### src/rtl/tacc_pkg.sv
package tacc_pkg;
  typedef enum logic {
    SEQ_IDLE = 1'b0,
    SEQ_WAIT = 1'b1
  } seq_state_e;
endpackage

### src/rtl/tacc_seq.sv
module tacc_seq
  import tacc_pkg::*;
#(
  parameter int DATA_W = 8,
  parameter logic [DATA_W-1:0] KEY_A = 8'hAA,
  parameter logic [DATA_W-1:0] KEY_B = 8'h55
) (
  input  logic              clk,
  input  logic              rst_n,
  input  logic              key_wr,
  input  logic [DATA_W-1:0] key_data,
  output logic              unlock_pulse
);
  seq_state_e state_q, state_d;

  always_comb begin
    state_d      = state_q;
    unlock_pulse = 1'b0;
    if (key_wr) begin
      unique case (state_q)
        SEQ_IDLE: if (key_data == KEY_A) state_d = SEQ_WAIT;
        SEQ_WAIT: begin
          state_d      = SEQ_IDLE;
          unlock_pulse = (key_data == KEY_B);
        end
        default: state_d = SEQ_IDLE;
      endcase
    end
  end

  always_ff @(posedge clk or negedge rst_n) begin
    if (!rst_n) state_q <= SEQ_IDLE;
    else        state_q <= state_d;
  end

  // a wrong byte while waiting drops the sequence
  p_abort_r6: assert property (@(posedge clk) disable iff (!rst_n)
    (state_q == SEQ_WAIT && key_wr && key_data != KEY_B) |=> (state_q == SEQ_IDLE));
  // the unlock only follows a wait state
  p_unlock_after_a_r2: assert property (@(posedge clk) disable iff (!rst_n)
    unlock_pulse |-> (state_q == SEQ_WAIT));
endmodule

### src/rtl/tacc_window.sv
module tacc_window #(
  parameter int WINDOW = 4,
  localparam int CNT_W = $clog2(WINDOW + 1)
) (
  input  logic clk,
  input  logic rst_n,
  input  logic reload,
  input  logic consume,
  output logic open
);
  logic [CNT_W-1:0] cnt_q, cnt_d;
  logic             cnt_en;

  assign open = (cnt_q != '0);

  always_comb begin
    cnt_en = reload | consume | open;
    cnt_d  = cnt_q;
    if (reload)       cnt_d = CNT_W'(WINDOW);
    else if (consume) cnt_d = '0;
    else if (open)    cnt_d = cnt_q - 1'b1;
  end

  always_ff @(posedge clk or negedge rst_n) begin
    if (!rst_n)      cnt_q <= '0;
    else if (cnt_en) cnt_q <= cnt_d;
  end

  // the count never exceeds the window length
  p_window_bound_r3: assert property (@(posedge clk) disable iff (!rst_n)
    cnt_q <= CNT_W'(WINDOW));
  // a consuming write closes the window
  p_consume_r7: assert property (@(posedge clk) disable iff (!rst_n)
    (consume && !reload) |=> !open);
  // the window opens only through a reload
  p_open_src_r2: assert property (@(posedge clk) disable iff (!rst_n)
    $rose(open) |-> $past(reload));
endmodule

### src/rtl/tacc_field.sv
module tacc_field #(
  parameter int FIELD_W = 3,
  parameter logic [FIELD_W-1:0] RESET_VAL = '1
) (
  input  logic               clk,
  input  logic               rst_n,
  input  logic               load,
  input  logic [FIELD_W-1:0] din,
  output logic [FIELD_W-1:0] q
);
  logic [FIELD_W-1:0] q_d;

  always_comb q_d = load ? din : q;

  always_ff @(posedge clk or negedge rst_n) begin
    if (!rst_n)    q <= RESET_VAL;
    else if (load) q <= q_d;
  end

  // a load lands on the next cycle
  p_load_r5: assert property (@(posedge clk) disable iff (!rst_n)
    load |=> (q == $past(din)));
  // without a load the field holds
  p_hold_r4: assert property (@(posedge clk) disable iff (!rst_n)
    !load |=> $stable(q));
endmodule

### src/rtl/tacc_guard.sv
module tacc_guard #(
  parameter int ADDR_W = 8,
  parameter int DATA_W = 8,
  parameter int FIELD_W = 3,
  parameter int WINDOW = 4,
  parameter logic [ADDR_W-1:0] UNLOCK_ADDR = 8'hC7,
  parameter logic [ADDR_W-1:0] PROT_ADDR = 8'hC2,
  parameter logic [DATA_W-1:0] KEY_A = 8'hAA,
  parameter logic [DATA_W-1:0] KEY_B = 8'h55
) (
  input  logic              clk,
  input  logic              rst_n,
  input  logic              wr_en,
  input  logic [ADDR_W-1:0] wr_addr,
  input  logic [DATA_W-1:0] wr_data,
  output logic [FIELD_W-1:0] mem_size,
  output logic              fwd_wr_en,
  output logic [ADDR_W-1:0] fwd_addr,
  output logic [DATA_W-1:0] fwd_data
);
  logic hit_unlock, hit_prot, unlock_pulse, win_open, prot_load;

  assign hit_unlock = wr_en && (wr_addr == UNLOCK_ADDR);
  assign hit_prot   = wr_en && (wr_addr == PROT_ADDR);
  assign prot_load  = hit_prot && win_open;

  assign fwd_wr_en = wr_en && !hit_unlock && !hit_prot;
  assign fwd_addr  = wr_addr;
  assign fwd_data  = wr_data;

  tacc_seq #(.DATA_W(DATA_W), .KEY_A(KEY_A), .KEY_B(KEY_B)) u_seq (
    .clk(clk), .rst_n(rst_n), .key_wr(hit_unlock), .key_data(wr_data),
    .unlock_pulse(unlock_pulse));

  tacc_window #(.WINDOW(WINDOW)) u_win (
    .clk(clk), .rst_n(rst_n), .reload(unlock_pulse), .consume(prot_load),
    .open(win_open));

  tacc_field #(.FIELD_W(FIELD_W), .RESET_VAL('1)) u_field (
    .clk(clk), .rst_n(rst_n), .load(prot_load), .din(wr_data[FIELD_W-1:0]),
    .q(mem_size));

  // guarded addresses never leak to the forwarded bus
  p_fwd_excl_r8: assert property (@(posedge clk) disable iff (!rst_n)
    fwd_wr_en |-> (wr_addr != UNLOCK_ADDR && wr_addr != PROT_ADDR));
  // a protected write outside the window leaves the field
  p_closed_ignore_r4: assert property (@(posedge clk) disable iff (!rst_n)
    (hit_prot && !win_open) |=> $stable(mem_size));
endmodule

### config.mk
export PLATFORM = sky130hd
export DESIGN_NAME = tacc_guard
export DESIGN_NICKNAME = d
export VERILOG_FILES = /design/src/rtl/tacc_pkg.sv /design/src/rtl/tacc_seq.sv /design/src/rtl/tacc_window.sv /design/src/rtl/tacc_field.sv /design/src/rtl/tacc_guard.sv
export SDC_FILE = /design/constraint.sdc
export NUM_CORES = 1
export LEC_CHECK = 0
export BUFFER_PORTS_ARGS = -buffer_cell sky130_fd_sc_hd__clkbuf_2
export CAP_MARGIN = 15
export CORE_UTILIZATION = 40
export DETAILED_ROUTE_END_ITERATION = 12
export GPL_ROUTABILITY_DRIVEN = 0
export PLACE_DENSITY = 0.77
export SYNTH_ARGS = -nofsm -noshare
export SYNTH_HDL_FRONTEND = slang
export SYNTH_HIERARCHICAL = 1
export SYNTH_SLANG_ARGS = --single-unit
### constraint.sdc
create_clock -name clk -period 1.9 [get_ports clk]
set_clock_uncertainty 0.05 [all_clocks]
set_input_delay 0.19 -clock clk [delete_from_list [all_inputs] [get_ports clk]]
set_output_delay 0.19 -clock clk [all_outputs]
set_load 0.01 [all_outputs]
==> metrics.md, run 1 <==
| Metric | Value |
|---|---|
| Die area | `~0.0016 mm²` |
| Leak | `between 0.0003 and 0.0004 µW` |
| Mapped cell area | `581 µm²` |
| Vias per Instance | `roughly 4.9` |
| Die width | `40.1 µm` |
| Initial core utilization | `~44%` |
| R2R Setup Slk | `around 0.27 ns` |
| Vias in the first global route | `roughly 400` |
| Number of buffers added on ports | `38` |
| 1st-pass router iterations | `4` |
| DRT antenna net count | `0` |
| Placed cells | `95` |
| Sum Neg Setup Slack | `0 ns` |
| Worst Hold End | `u_field/q[1]` |
| Die H | `approximately 40 µm` |
| Post-synth top area cell | `buf_4` |
| Cts repair resizes | `0` |
| First-pass GRT wire length | `between 1500 and 2000 µm` |
| Gr usage total | `about 17%` |
| Detailed placer's ending HPWL | `slightly below 900 µm` |
| Reg2reg end | `u_field/q[1]` |
| Clock transition at the registers of the reported paths | `roughly 0.050 ns` |
| Syn nets | `77` |
| Yosys reg bits | `7` |
| Hold wc startpoint | `wr_data[1]` |
| CP max FO | `3` |
| Total CTS buffers | `3` |
| R2R depth | `7` |
| Skew-Pair Late Insertion Delay | `between 0.2 and 0.3 ns` |
| WL/cell | `roughly 11 µm` |
| CTS Hold Bufs | `1` |
| Critical path type | `in -> reg` |
| # clock sinks | `7` |
| Hold Fails Final Rpt | `0` |
| Largest net degree at the start of global routing | `8` |
| Final Non-Filler Cells | `100` |
| Core Area | `about 0.0013 mm²` |
| Critical path startpoint | `wr_addr[3]` |
| CP Launch Type | `primary input` |
| Arr. time, crit path | `between 1.5 and 2 ns` |
| Vias | `between 400 and 500` |
| DR DRC count | `0` |
| Hold WS | `approximately 0.18 ns` |
| Commonest non-fill, non-tap cell in the layout | `clkbuf_2` |
| Minimum clock period | `approximately 1.6 ns` |
| Most frequent cells in the layout | `clkbuf_2 (38), dfrtp_1 (4)` |
| Pwr/cell area | `859 mW/mm²` |
| Fmax | `slightly above 0.6 GHz` |
| Unrepaired setup endpoints after global routing | `no` |
| Syn_area_per_cell | `~10 µm²` |
| Fin crit share | `86.3%` |
| Starting DRT DRC Count | `15` |
| Synthesized instance count | `56` |
| Max Buffers Root-to-Sink | `2` |
| Synth area leaders | `buf_4 (21%), dfrtp_1 (17%), dfstp_2 (14%), mux2_2 (5.8%), ha_1 (4.3%)` |
| Inserted Diodes | `0` |
| Final net count | `between 100 and 150` |
| Peak VDD IR | `between 0.4 and 0.5 mV` |
| Routed WL | `roughly 1100 µm` |
| CP Capture Type | `register` |
| Max-cap violation count | `0` |
| H-tree levels | `1` |
| Final Max Slew Viols | `0` |
| I/O pin total | `39` |
| Share of layout cells above drive strength 1 | `68.2%` |
| Post-DP Area | `approximately 680 µm²` |
| Netlist cell types | `26` |
| Row Count | `13` |
| Hold path cells | `2` |
| Least-Margin Pin Slew | `0.268 ns` |
| Hold crit path type | `in -> reg` |
| Synth top area share | `~21%` |
| Antenna violations before repair | `0` |
| Total gr overflow | `0` |
| Run status | `completed` |
| Post-synthesis sequential area ratio | `between 30 and 40%` |
| Max_slew headroom | `about four fifths` |
| Design area | `~720 µm²` |
| CTS tree | `yes` |
| Synth-to-Final Area Change | `24.1%` |
| Final Setup Violations | `0` |
| Root Driver | `clkbuf_4` |
| Reg-to-reg startpoint | `u_win/cnt_q[0]` |
| Setup bufs post-CTS | `0` |
| Yosys Warn Count | `6` |
| Critical path data required time | `2.01 ns` |
stage by stage:
step / power, µW / setup WS (ns) / utilization (%)
final: 619 / 0.260 / 54.7
after global routing: 682 / 0.142 / 54.7
after CTS: 630 / 0.262 / 54.7
after detailed placement: 488 / 0.0125 / 51.9
after global placement: 471 / 0.0531 / 51.9
after floorplan: 430 / 0.139 / -
power by group:
group	leakage [µW]	internal, µW	switching [µW]
logic	0.000271	141	126
clock network	0.0000150	80.2	56.2
registers	0.0000802	192	24.3
cell families (layout without fill, tap and decap cells):
| group | count (synthesis) | in the layout | synth area share, % |
|---|---|---|---|
| buf+inv | 18 | 47 | 22.0 |
| xor+xnor | 2 | 2 | 3.02 |
| fa+ha+maj | 2 | 2 | 4.31 |
| compound gates | 4 | 4 | 7.54 |
| simple gates | 19 | 19 | 24.8 |
| flops | 7 | 7 | 30.8 |
| mux | 4 | 4 | 7.54 |
synthesized netlist by cell type (all sizes together):
cell type,n
buf,16
dfrtp,4
dfstp,3
mux2,3
nand2,3
nand2b,3
nor3,3
ha,2
inv,2
nand4b,2
nor2,2
or3b,2
or4b,2
a2111oi,1
mux2i,1
nand3,1
nor4,1
o21bai,1
o31a,1
o31ai,1
xnor2,1
xor2,1
layout make-up:
cell class / instances / area [µm²]
multi-input combinational: 31 / 274
sequential: 7 / 179
clock buffer: 4 / 26.3
fill: 120 / 597
tap: 15 / 18.8
timing repair buffer: 41 / 215
inverter: 2 / 7.51
flip-flops by register name, indices dropped and copies added, names as in the netlist:
name	cells
u_win/cnt_q	3
u_seq/state_q	1
u_field/q	3
worst max-delay path: stages:
cell and delay, ns:
clkbuf_2 0.09, or4b_4 0.53, nor3_1 0.29, or3b_2 0.49, o31ai_2 0.17
metal layers:
| layer | vias up | track usage [%] | routed length, µm |
|---|---|---|---|
| met5 | - | 0 | 0 |
| met4 | 0 | 15.5 | 19 |
| met3 | 2 | 1.67 | 33 |
| met2 | 15 | 27.4 | 619 |
| met1 | 227 | 18.7 | 432 |
| li1 | 243 | - | - |
worst max path at each step:
stage / endpoint / depth (start not counted)
2_1_floorplan: u_field/q[0] / 3
5_1_grt: u_field/q[2] / 7
3_3_place_gp: u_seq/state_q / 5
4_1_cts: u_field/q[1] / 7
3_5_place_dp: u_seq/state_q / 5
6_report: u_seq/state_q / 5
Power figures use the tool's default switching activity.
==> run 2: changes to the inputs <==
ABC_AREA = 1   (was unset)
PLACE_DENSITY = 0.75   (was 0.77)
==> run 2 against run 1 <==
  * Synthesized cell count rose by 73%
  * Routed wire length increased by 12%
  * Clock power about the same
  * Via count grew 30%
  * Clock-buffer cell count unchanged
  * Largest cell class unchanged
  * First-iteration DRC count is 40% lower
  * Setup slack lost 0.017 ns
  * Maximum frequency down 1.0%
  * Register-to-register slack lost 0.03 ns
  * Worst hold slack got worse by 0.061 ns
  * Critical path depth is 3 higher
==> metrics.md, run 2 <==
| Metric | Value |
|---|---|
| Run status | `completed` |
| Initial core utilization | `a little under half` |
| Synth area leaders | `buf_4 (19%), nand2_1 (17%), dfrtp_1 (16%), dfstp_2 (12%), nor2_1 (8.3%)` |
| Commonest non-fill, non-tap cell in the layout | `clkbuf_2` |
| Synthesized instance count | `97` |
| Pre-CTS setup slack | `0.278 ns` |
| Worst path slowest cell | `nor3_2` |
| Final net count | `146` |
| Peak VDD IR | `approximately 0.42 mV` |
| Row Count | `13` |
| Detailed placer's ending HPWL | `~1100 µm` |
| Most frequent cell after synthesis | `nand2_1` |
| Final Setup Violations | `0` |
| Cell Chain, Critical Path | `inv_1 > ha_1 > nand2_2 > inv_1 > nor3_2 > nor2_2 > nand3_1 > nand2_1` |
| Share of layout cells above drive strength 1 | `between 40% and 50%` |
| Unrepaired setup endpoints after global routing | `no` |
| Max_slew headroom | `a little under three quarters` |
| H-tree levels | `1` |
| Core Area | `about 0.0014 mm²` |
| Die H | `41.8 µm` |
| Root Driver | `clkbuf_4` |
| Fin crit share | `between 80 and 90%` |
| Synth-to-Final Area Change | `19.8%` |
| Leak | `0.000453 µW` |
| Critical path type | `reg -> reg` |
| Pwr/cell area | `478 mW/mm²` |
| Arr. time, crit path | `1.75 ns` |
| Netlist cell types | `16` |
| Ys async rst share | `between 90% and 100%` |
| Vias | `632` |
| # clock sinks | `7` |
| Worst path bufs/invs | `2` |
| DRT met1 WL | `~470 µm` |
| Total gr overflow | `0` |
| Post-DP Area | `722 µm²` |
| Post-synth top area cell | `buf_4` |
| DR DRC count | `0` |
| EDFF count, synth | `0` |
| Vias per Instance | `approximately 4.5` |
| Hold Fails Final Rpt | `0` |
| Synth top area share | `a little under a fifth` |
| Synth top cells by count | `nand2_1 (29), buf_4 (16), nor2_1 (14)` |
| Least-Margin Pin Slew | `0.418 ns` |
| DRT antenna net count | `0` |
| Starting DRT DRC Count | `9` |
| Number of buffers added on ports | `38` |
| Antenna violations before repair | `0` |
| First-pass GRT wire length | `2130 µm` |
| Cts repair resizes | `0` |
| CP Launch Type | `register` |
| Max Buffers Root-to-Sink | `2` |
| Crit path max-delay family | `simple AND/OR/NAND/NOR gates` |
| Fill count | `around 140` |
| DR WL met3 | `about 76 µm` |
| Yosys Warn Count | `6` |
| Most frequent cells in the layout | `clkbuf_2 (38), nand2_1 (29), nor2_1 (14)` |
| Routed WL | `1240 µm` |
| 1st-pass router iterations | `2` |
| Inserted Diodes | `0` |
| Main combinational cell family by area after synthesis | `simple AND/OR/NAND/NOR gates` |
| CP max FO | `6` |
| Top Registers | `u_field/q x3, u_win/cnt_q x3, u_seq/state_q x1` |
| Syn nets | `118` |
| Total CTS buffers | `3` |
| Clock transition at the registers of the reported paths | `approximately 0.05 ns` |
| Met2 wire len | `slightly below 700 µm` |
| Max-cap violation count | `0` |
| Compound-Gate Fraction of Synth Area | `less than 1%` |
| Hold crit path type | `in -> reg` |
| Post-synthesis sequential area ratio | `between 20% and 30%` |
| Placed cells | `134` |
| Critical path data required time | `between 1.5 and 2 ns` |
| Die area | `between 0.0015 and 0.002 mm²` |
| Die width | `approximately 42 µm` |
| Gr usage total | `approximately 16%` |
| CP Capture Type | `register` |
| CP dominant cell by count | `inv_1` |
| Skew-Pair Late Insertion Delay | `~0.25 ns` |
| Mapped cell area | `633 µm²` |
| Post-synthesis mux area share | `0%` |
| Fmax | `approximately 0.6 GHz` |
| Syn_area_per_cell | `between 6 and 7 µm²` |
| Adder-Cell Fraction of Synth Area | `3.95%` |
| Simple logic cell fraction of the synthesized area | `between 30% and 40%` |
| Top layer reached by signal wires | `met3` |
| Final Max Slew Viols | `0` |
| Largest net degree at the start of global routing | `8` |
| Yosys reg bits | `7` |
| Final worst slack | `between 0.2 and 0.25 ns` |
| CTS tree | `yes` |
| Vias in the first global route | `just under 600` |
| Final Non-Filler Cells | `about 140` |
| Sum Neg Setup Slack | `0 ns` |
| Crit-path max cell delay | `about 0.4 ns` |
| Minimum clock period | `roughly 1.7 ns` |
| Design area | `between 700 and 800 µm²` |
| Dominant synthesized flop cell | `dfrtp_1` |
| I/O pin total | `39` |
| WL/cell | `8.90 µm` |
| XOR/XNOR Fraction of Synth Area | `0%` |
## run 2: cell count changes after synthesis, sizes merged, moves of 3 or more
cell	previous run	this run
nor2	2	16
nand3	1	5
inv	2	15
nand2b	3	0
nand2	3	30
mux2	3	0
## run 2: path summary, 6_finish.rpt
kind                                startpoint        endpoint  slack, ns  cells past startpoint
min in group asynchronous                rst_n  u_win/cnt_q[2]       0.26                      2
worst min-delay path                wr_data[1]    u_field/q[1]       0.12                      3
worst max register to register  u_win/cnt_q[0]  u_win/cnt_q[0]       0.24                      8
max in group asynchronous                rst_n    u_field/q[0]       1.30                      2
worst min register to register    u_field/q[0]    u_field/q[0]       0.41                      2
worst max-delay path            u_win/cnt_q[0]  u_win/cnt_q[0]       0.24                      8
## run 2: cells by family (layout without fill, tap and decap cells)
logic type,after synthesis,after routing
simple gates,56,56
compound gates,1,1
flops,7,7
fa+ha+maj,2,2
buf+inv,31,58
## run 2: repair_timing
action / CTS / global route
endpoints found under the hold margin: 7 / 0
setup buffers: 0 / 0
hold buffers: 1 / 0
## run 2: area by class of cell
type | instances | area, µm² | share of cell area, %
clock buffer | 4 | 26.3 | 3.47
timing repair buffer | 39 | 200 | 26.4
inverter | 15 | 56.3 | 7.43
tap | 15 | 18.8 | 2.48
multi-input combinational | 59 | 278 | 36.6
sequential | 7 | 179 | 23.6
## run 2: per-stage QoR
step | hold WS [ns] | utilization (%) | total power [µW]
floorplan | -0.156 | - | 203
global placement | -0.0126 | 52.2 | 226
detailed placement | -0.0127 | 52.2 | 227
CTS | 0.116 | 54.8 | 371
global route | 0.127 | 54.8 | 386
finish | 0.118 | 54.8 | 362
## run 2: worst reg2reg max path, cell delays in order, from the launching register on
cell     delay, ns
dfrtp_1       0.35
inv_1         0.07
ha_1          0.25
nand2_2       0.10
inv_1         0.05
nor3_2        0.39
nor2_2        0.11
nand3_1       0.12
nand2_1       0.06
## run 2: metal layers
layer  up-vias  global-route usage [%]
met4         0                    3.87
met3         0                    6.96
met5         -                       0
met2        22                    31.3
met1       278                    14.2
li1        332                       -
## run 2: where the power goes
part / internal (µW) / switching [µW] / leakage (µW)
Sequential: 150 / 0.238 / 0.0000868
Combinational: 33.3 / 41.7 / 0.000351
Clock: 80.2 / 56.6 / 0.0000150
